`src/rtl/vlane_pkg.sv`:
```
package vlane_pkg;

    localparam int unsigned WORD_W     = 32;
    localparam int unsigned IMM_W      = 16;
    localparam int unsigned BYTE_W     = 8;
    localparam int unsigned HALF_W     = 16;
    localparam int unsigned N_BYTES    = WORD_W / BYTE_W;
    localparam int unsigned BYTE_IDX_W = $clog2(N_BYTES);

    typedef enum logic [1:0] {
        HALF_LO   = 2'd0,
        HALF_HI   = 2'd1,
        HALF_FULL = 2'd2,
        HALF_RSVD = 2'd3
    } half_sel_e;

    typedef enum logic [1:0] {
        SHR_NONE  = 2'd0,
        SHR_SMALL = 2'd1,
        SHR_LARGE = 2'd2,
        SHR_RSVD  = 2'd3
    } shift_sel_e;

    typedef struct packed {
        logic                  byte_mode;
        logic [BYTE_IDX_W-1:0] byte_idx;
        half_sel_e             half_sel;
        logic                  is_signed;
    } lane_ctl_t;

    typedef struct packed {
        logic              valid;
        logic              err;
        logic              op_signed;
        shift_sel_e        shift;
        logic [WORD_W-1:0] a_op;
        logic [WORD_W-1:0] b_op;
        logic [WORD_W-1:0] c_op;
    } stage_t;

    function automatic logic [WORD_W-1:0] widen_byte(input logic [BYTE_W-1:0] v,
                                                     input logic s);
        return {{(WORD_W-BYTE_W){s & v[BYTE_W-1]}}, v};
    endfunction

    function automatic logic [WORD_W-1:0] widen_half(input logic [HALF_W-1:0] v,
                                                     input logic s);
        return {{(WORD_W-HALF_W){s & v[HALF_W-1]}}, v};
    endfunction

    function automatic logic [WORD_W-1:0] widen_imm(input logic [IMM_W-1:0] v,
                                                    input logic s);
        return {{(WORD_W-IMM_W){s & v[IMM_W-1]}}, v};
    endfunction

endpackage

```
`src/rtl/vlane_lane_pick.sv`:
```
module vlane_lane_pick
    import vlane_pkg::*;
#(
    parameter bit HAS_IMM = 1'b0
) (
    input  logic [WORD_W-1:0] word,
    input  logic [IMM_W-1:0]  imm,
    input  logic              use_imm,
    input  lane_ctl_t         ctl,
    output logic [WORD_W-1:0] operand,
    output logic              bad
);

    logic [BYTE_W-1:0] lanes [N_BYTES];
    logic [HALF_W-1:0] half_lo;
    logic [HALF_W-1:0] half_hi;

    for (genvar g = 0; g < N_BYTES; g++) begin : g_lane
        assign lanes[g] = word[g*BYTE_W +: BYTE_W];
    end

    assign half_lo = word[HALF_W-1:0];
    assign half_hi = word[WORD_W-1 -: HALF_W];

    logic [WORD_W-1:0] reg_operand;
    logic              reg_bad;

    always_comb begin
        reg_operand = '0;
        reg_bad     = 1'b0;
        if (ctl.byte_mode) begin
            reg_operand = widen_byte(lanes[ctl.byte_idx], ctl.is_signed);
        end else begin
            unique case (ctl.half_sel)
                HALF_LO: reg_operand = widen_half(half_lo, ctl.is_signed);
                HALF_HI: reg_operand = widen_half(half_hi, ctl.is_signed);
                default: reg_bad     = 1'b1;
            endcase
        end
    end

    if (HAS_IMM) begin : g_with_imm
        always_comb begin
            if (use_imm) begin
                operand = widen_imm(imm, ctl.is_signed);
                bad     = 1'b0;
            end else begin
                operand = reg_operand;
                bad     = reg_bad;
            end
        end
    end else begin : g_reg_only
        logic unused_imm;
        assign unused_imm = use_imm ^ (^imm);
        assign operand    = reg_operand;
        assign bad        = reg_bad & ~(unused_imm & 1'b0);
    end

endmodule

```
`src/rtl/vlane_mac.sv`:
```
module vlane_mac
    import vlane_pkg::*;
#(
    parameter int unsigned SHIFT_SMALL = 7,
    parameter int unsigned SHIFT_LARGE = 15
) (
    input  logic [WORD_W-1:0] a_op,
    input  logic [WORD_W-1:0] b_op,
    input  logic [WORD_W-1:0] c_op,
    input  logic              op_signed,
    input  shift_sel_e        shift,
    output logic [WORD_W-1:0] value
);

    logic [WORD_W-1:0]        prod;
    logic [WORD_W-1:0]        sum;
    logic signed [WORD_W-1:0] ssum;
    logic signed [WORD_W-1:0] sar_small;
    logic signed [WORD_W-1:0] sar_large;
    logic [WORD_W-1:0]        shr_small;
    logic [WORD_W-1:0]        shr_large;

    always_comb begin
        prod      = a_op * b_op;
        sum       = prod + c_op;
        ssum      = sum;
        sar_small = ssum >>> SHIFT_SMALL;
        sar_large = ssum >>> SHIFT_LARGE;
        shr_small = sum >> SHIFT_SMALL;
        shr_large = sum >> SHIFT_LARGE;
    end

    always_comb begin
        unique case (shift)
            SHR_SMALL: value = op_signed ? sar_small : shr_small;
            SHR_LARGE: value = op_signed ? sar_large : shr_large;
            default:   value = sum;
        endcase
    end

endmodule

```
`src/rtl/vlane_muladd.sv`:
```
module vlane_muladd
    import vlane_pkg::*;
#(
    parameter int unsigned SHIFT_SMALL = 7,
    parameter int unsigned SHIFT_LARGE = 15
) (
    input  logic                  clk,
    input  logic                  rst,
    input  logic                  in_valid,
    input  logic [WORD_W-1:0]     a_word,
    input  logic                  a_byte_mode,
    input  logic [BYTE_IDX_W-1:0] a_byte_idx,
    input  logic [1:0]            a_half_sel,
    input  logic                  a_signed,
    input  logic [WORD_W-1:0]     b_word,
    input  logic [IMM_W-1:0]      b_imm,
    input  logic                  b_from_imm,
    input  logic                  b_byte_mode,
    input  logic [BYTE_IDX_W-1:0] b_byte_idx,
    input  logic [1:0]            b_half_sel,
    input  logic                  b_signed,
    input  logic [WORD_W-1:0]     c_word,
    input  logic [1:0]            shift_sel,
    output logic                  out_valid,
    output logic [WORD_W-1:0]     result,
    output logic                  err
);

    lane_ctl_t         a_ctl;
    lane_ctl_t         b_ctl;
    logic [WORD_W-1:0] a_lane;
    logic [WORD_W-1:0] b_lane;
    logic              a_bad;
    logic              b_bad;
    stage_t            st1_d;
    stage_t            st1;
    logic [WORD_W-1:0] mac_value;

    assign a_ctl = '{byte_mode: a_byte_mode, byte_idx: a_byte_idx,
                     half_sel: half_sel_e'(a_half_sel), is_signed: a_signed};
    assign b_ctl = '{byte_mode: b_byte_mode, byte_idx: b_byte_idx,
                     half_sel: half_sel_e'(b_half_sel), is_signed: b_signed};

    vlane_lane_pick #(.HAS_IMM(1'b0)) u_pick_a (
        .word    (a_word),
        .imm     ('0),
        .use_imm (1'b0),
        .ctl     (a_ctl),
        .operand (a_lane),
        .bad     (a_bad)
    );

    vlane_lane_pick #(.HAS_IMM(1'b1)) u_pick_b (
        .word    (b_word),
        .imm     (b_imm),
        .use_imm (b_from_imm),
        .ctl     (b_ctl),
        .operand (b_lane),
        .bad     (b_bad)
    );

    always_comb begin
        st1_d.valid     = in_valid;
        st1_d.err       = a_bad | b_bad;
        st1_d.op_signed = a_signed | b_signed;
        st1_d.shift     = shift_sel_e'(shift_sel);
        st1_d.a_op      = a_lane;
        st1_d.b_op      = b_lane;
        st1_d.c_op      = c_word;
    end

    // Stage 1: extracted operands
    always_ff @(posedge clk) begin
        if (rst) begin
            st1 <= '0;
        end else begin
            if (in_valid) begin
                st1 <= st1_d;
            end
            st1.valid <= in_valid;
        end
    end

    vlane_mac #(
        .SHIFT_SMALL (SHIFT_SMALL),
        .SHIFT_LARGE (SHIFT_LARGE)
    ) u_mac (
        .a_op      (st1.a_op),
        .b_op      (st1.b_op),
        .c_op      (st1.c_op),
        .op_signed (st1.op_signed),
        .shift     (st1.shift),
        .value     (mac_value)
    );

    // Stage 2: result register
    always_ff @(posedge clk) begin
        if (rst) begin
            out_valid <= 1'b0;
            result    <= '0;
            err       <= 1'b0;
        end else begin
            out_valid <= st1.valid;
            if (st1.valid) begin
                result <= st1.err ? '0 : mac_value;
                err    <= st1.err;
            end
        end
    end

endmodule

```
`config.mk`:
```
export PLATFORM = sky130hd
export DESIGN_NAME = vlane_muladd
export DESIGN_NICKNAME = d
export VERILOG_FILES = /design/src/rtl/vlane_pkg.sv /design/src/rtl/vlane_lane_pick.sv /design/src/rtl/vlane_mac.sv /design/src/rtl/vlane_muladd.sv
export SDC_FILE = /design/constraint.sdc
export NUM_CORES = 1
export LEC_CHECK = 0
export ABC_AREA = 1
export BUFFER_PORTS_ARGS = -buffer_cell sky130_fd_sc_hd__buf_2
export CORE_AREA = 2 2 202 204
export CTS_BUF_LIST = sky130_fd_sc_hd__clkbuf_4 sky130_fd_sc_hd__clkbuf_8
export CTS_CLUSTER_SIZE = 24
export DETAILED_ROUTE_END_ITERATION = 10
export DIE_AREA = 0 0 204 206
export PLACE_DENSITY_LB_ADDON = 0.12
export SETUP_SLACK_MARGIN = 0.02
export SKIP_LAST_GASP = 1
export SYNTH_ARGS = -nofsm -noshare
export SYNTH_HDL_FRONTEND = slang
export SYNTH_HIERARCHICAL = 1
export SYNTH_SLANG_ARGS = --single-unit
export TNS_END_PERCENT = 5
```
`constraint.sdc`:
```
create_clock -name clk -period 9.35 [get_ports clk]
set_input_delay 0.935 -clock clk [delete_from_list [all_inputs] [get_ports clk]]
set_output_delay 0.935 -clock clk [all_outputs]
set_load 0.02 [all_outputs]
```
======== Word-level counts from Yosys, hierarchy flattened ========
Cells that the tools add are included.
operators by class
  eq/ne operators ......................... 4
  mux-type cells .......................... 20
  add/subtract/negate cells ............... 1
  $lt $le $gt $ge ......................... 2
  multipliers ............................. 1
  reduce and logical (&&, ||, !) cells .... 4
  bitwise operators ....................... 11
operator list
  cell                  count
  $mux W32              6
  $pmux W32 S2          3
  $add A32 B32 Y32      1
  $bmux W8 S2           2
  $mul A32 B32 Y32      1
  $mux W8               4
  $and A1 B1 Y1         7
  $eq A2 B1 Y1 const B  3
  $ge A3 B3 Y1 const B  2
  $not A2 Y3            2
  $mux W1               5
  $logic_not A2 Y1      2
  $reduce_or A2 Y1      2
  $eq A2 B2 Y1 const B  1
  $or A1 B1 Y1          2
storage, ports and cells
  flip-flop bits (word level) ............. 135
  input bits .............................. 130
  output and inout bits ................... 34

======== Logic depth before layout (Yosys ltp) ========
  depth in word-level cells ............... 7
  depth in mapped cells ................... 39
  mapped depth without buffers ............ 37

======== By module ========
The synthesis kept the hierarchy.
by module, submodules not included
  module                       cells an instance  area each (sq um)  sequential area each (sq um)  instances
  vlane_mac                    2585               18639.1            0.0                           1
  vlane_muladd                 588                4749.6             2702.6                        1
  vlane_lane_pick at u_pick_b  192                954.7              0.0                           1
  vlane_lane_pick at u_pick_a  191                898.4              0.0                           1

======== Worst setup path before layout ========
OpenSTA, ideal clock, no wires.
  kind .................................... flip-flop to flip-flop
  start point ............................. register st1[35] (netlist name)
  end point ............................... register result[19]
  setup time .............................. 0.070 ns
  buffers on the path ..................... 2
  required time ........................... 9.280 ns
  data arrival time ....................... 6.979 ns
  slack ................................... 2.301 ns
  stages on the path, launching flop included .. 35
  clock period less this slack ............ 7.049 ns
  cells stage by stage .................... dfxtp_1 > clkbuf_1 > buf_1 > nand2_1 > inv_1 > fa_1 > fa_1 > fa_1 > inv_1 > fa_1 > inv_1 > fa_1 > inv_1 > fa_1 > inv_1 > fa_1 > inv_1 > fa_1 > inv_1 > ha_1 > nand2_1 > nor2_1 > inv_1 > nor3_1 > nand2_1 > o211ai_1 > a31o_2 > nor2_1 > inv_1 > nand3_1 > nand2_1 > inv_1 > a21oi_2 > nand3_1 > a21oi_1
between the ends
  longest elaborated chain between the ends .. 5
RTL lines
  what                         RTL line                          RTL
  from (decl)                  vlane_muladd.sv:36                stage_t st1;
  from (signal assigned)       vlane_muladd.sv:78                st1 <= st1_d;
  $mul A32 B32 Y32 (*)         vlane_mac.sv:24                   prod = a_op * b_op;
  $add A32 B32 Y32 (*)         vlane_mac.sv:25                   sum = prod + c_op;
  $mux W32 (on tied branches)  vlane_mac.sv:36, vlane_mac.sv:35
  $pmux W32 S2 (*)             vlane_mac.sv:34                   unique case (shift)
  via mac_value[19]            vlane_muladd.sv:37                logic [WORD_W-1:0] mac_value;
  $mux W32 (*)                 vlane_muladd.sv:105               result <= st1.err ? '0 : mac_value;
  to (signal assigned)         vlane_muladd.sv:105
  to (decl)                    vlane_muladd.sv:25                output logic [WORD_W-1:0] result,
The timed path passes the listed nets; every way through them passes the cells marked *.
A chain may end at the register's enable or synchronous reset.

======== Final worst setup path ========
  start point ............................. register st1[34] (netlist name)
  end point ............................... register result[20]
Same word-level chain as after synthesis.

==> metrics.md <==
| Metric | Value |
|---|---|
| Final min period | between 8 and 9 ns |
| Hold Crit Depth | 2 |
| Crit path max fanout | 17 |
| Final Util | 0.652 |
| Tightest Pin Transition | between 1 and 1.5 ns |
| Delay of the slowest critical-path stage | 0.82 ns |
| Final Slew Violations | 0 |
| Post-CTS Setup Inserts | 0 |
| Post-Layout Cell Count | about 4100 |
| Top cell by count, worst path | inv_1 |
| VDD IR max | between 0.0002 and 0.00025 V |
| Drt via density | ~5.3 |
| Pwr dens | approximately 170 nW/um2 |
| Synth Warn # | 6 |
| Cts hold-fix bufs | 0 |
| Clock root cell | clkbuf_8 |
| Dpl hpwl | 58100 um |
| WL/cell | ~18 um |
| Final Power | between 0.004 and 0.005 W |
| Mapped cell area | 25200 um2 |
| Critical Path Slowest Stage Cell | dfxtp_1 |
| Die Y | approximately 210 um |
| Initial drt markers | around 1900 |
| Synth Area per Inst | ~7.1 um2 |
| Int Power | 0.00191 W |
| Total gr overflow | 0 |
| Crit path DAT | between 8 and 9 ns |
| Worst min path class | reg2reg |
| Clock Skews | about 0.033 ns |
| Starting density of the core | 0.628 |
| Critical path class | reg2reg |
| Layout cells sized above 1 | 0.0803 |
| Row cnt | 74 |
| Worst r2r path cells | 33 |
| Tot GR Track Use | 0.358 |
| Post-route setup TNS | 0 ns |
| Antenna Nets Post-Route | 0 |
| Max Cap Viol | 0 |
| H-Tree Level Count | 4 |
| Core area | about 40000 um2 |
| Comb power frac | 0.720 |
| Vias in the first global route | 21900 |
| Post-Route WL | roughly 72000 um |
| Hold Vio Cnt, Final | 0 |
| Final period utilization | 0.873 |
| RSZ-0062 raised after global routing | false |
| Routed vias | roughly 22000 |
| Cts repair resizes | 0 |
| TritonCTS buffer count | 17 |
| Status | finished clean |
| Setup crit start kind | register |
| Critical Path RT | just under 10 ns |
| Cells after synthesis | ~3600 |
| Antenna violations before repair | 1 |
| Reg power frac | 0.166 |
| Highest Clock Rate | 0.122 GHz |
| CTS tree | yes |
| Leak Pwr | ~16 nW |
| Fillers | around 3700 |
| Buffers on Ports | around 160 |
| Die X | just over 200 um |
| NumNets Final | between 4000 and 5000 |
| Syn nets | ~4200 |
| Endpoints failing setup | 0 |
| DRC viols | 0 |
| Die area | approximately 42000 um2 |
| CTS Sinks | 135 |
| Placed Area | between 20000 and 30000 um2 |
| DRT Pass-1 Iters | 6 |
| First-pass GRT wire length | approximately 120000 um |
| Sw Pwr | about 0.0026 W |
| Synth-to-Final Area Change | 3.78% |
| Clk slew on worst S/H paths | about 0.1 ns |
| Clk pwr share | 0.114 |
| Worst-Skew Late Latency | approximately 0.57 ns |
| Largest net degree at the start of global routing | 101 |
| DP Cell Count | 4074 |
| Final instance area | approximately 26000 um2 |
| Io pins | ~160 |
| Clock Tree Buf Depth | 2 |
| Gpl congestion | between 0.9 and 1 |
| Rel. slew slack | 0.306 |
| CP Capture Type | register |
| Switching power share of the total | 0.573 |
| Antenna diodes | 0 |
per-layer routing:
| layer | GRT usage | routed length (um) | vias up |
|---|---|---|---|
| li1 | - | - | 10200 |
| met1 | 0.480 | 30000 | 10500 |
| met2 | 0.570 | 33000 | 970 |
| met3 | 0.0836 | 6720 | 156 |
| met4 | 0.128 | 2290 | 2 |
| met5 | 0 | 13 | - |
power by group through the flow:
stage / combinational (W) / sequential (W) / clock, W
global placement: 0.00312 / 0.000751 / 0
detailed placement: 0.00312 / 0.000753 / 0
global route: 0.00357 / 0.000752 / 0.000542
finish: 0.00322 / 0.000744 / 0.000512
CTS: 0.00316 / 0.000741 / 0.000522
floorplan: 0.00217 / 0.000710 / 0
worst max-delay path, delay by kind of cell (launching register included):
kind                     cells  cell delay [ns]
buffers and inverters       11             1.00
AO/OA/AOI/OAI                5             0.71
adder cells (fa/ha/maj)      9             4.29
flip-flops                   1             0.82
AND/OR/NAND/NOR              8             1.21
area by class of cell:
type / count / area, um2 / area share
multi-input cells: 2269 / 17800 / 0.681
inverters: 939 / 3530 / 0.135
flip-flops and latches: 135 / 2700 / 0.103
repair buffers: 199 / 1090 / 0.0415
well taps: 532 / 666 / 0.0254
clock buffers: 18 / 248 / 0.00946
clock inverters: 14 / 131 / 0.00502
state kept, by name (all words and copies together) (netlist names):
name,count
result,32
st1,101
err,1
out_valid,1
worst paths after layout:
path	startpoint	end	slack [ns]
worst max-delay path	st1[34]$_SDFFE_PP0P_	result[20]$_SDFFE_PP0P_	1.18
worst min-delay path	result[4]$_SDFFE_PP0P_	result[4]$_SDFFE_PP0P_	0.47
worst max register to register	st1[34]$_SDFFE_PP0P_	result[20]$_SDFFE_PP0P_	1.18
worst min register to register	result[4]$_SDFFE_PP0P_	result[4]$_SDFFE_PP0P_	0.47
placed cells by master, fill, tap and decap left out, drive strengths merged, types with 5 or more instances in the layout:
cell    count
nand3b     10
xor2       21
a21oi      84
a21o        6
dfxtp     135
ha        126
buf       199
o21bai      5
xnor2      13
nand4       7
nor2      295
nor3        7
fa        438
clkbuf     18
o211ai     16
a31oi      17
inv       947
nand3     139
nand2     922
o21ai     149
metrics by stage:
step	hold slack, ns	setup WS, ns
floorplan	0.448	2.30
global placement	0.454	1.33
detailed placement	0.452	1.39
CTS	0.468	1.36
global route	0.486	0.777
finish	0.467	1.18
Note: power is estimated with default switching activity, not from simulation.
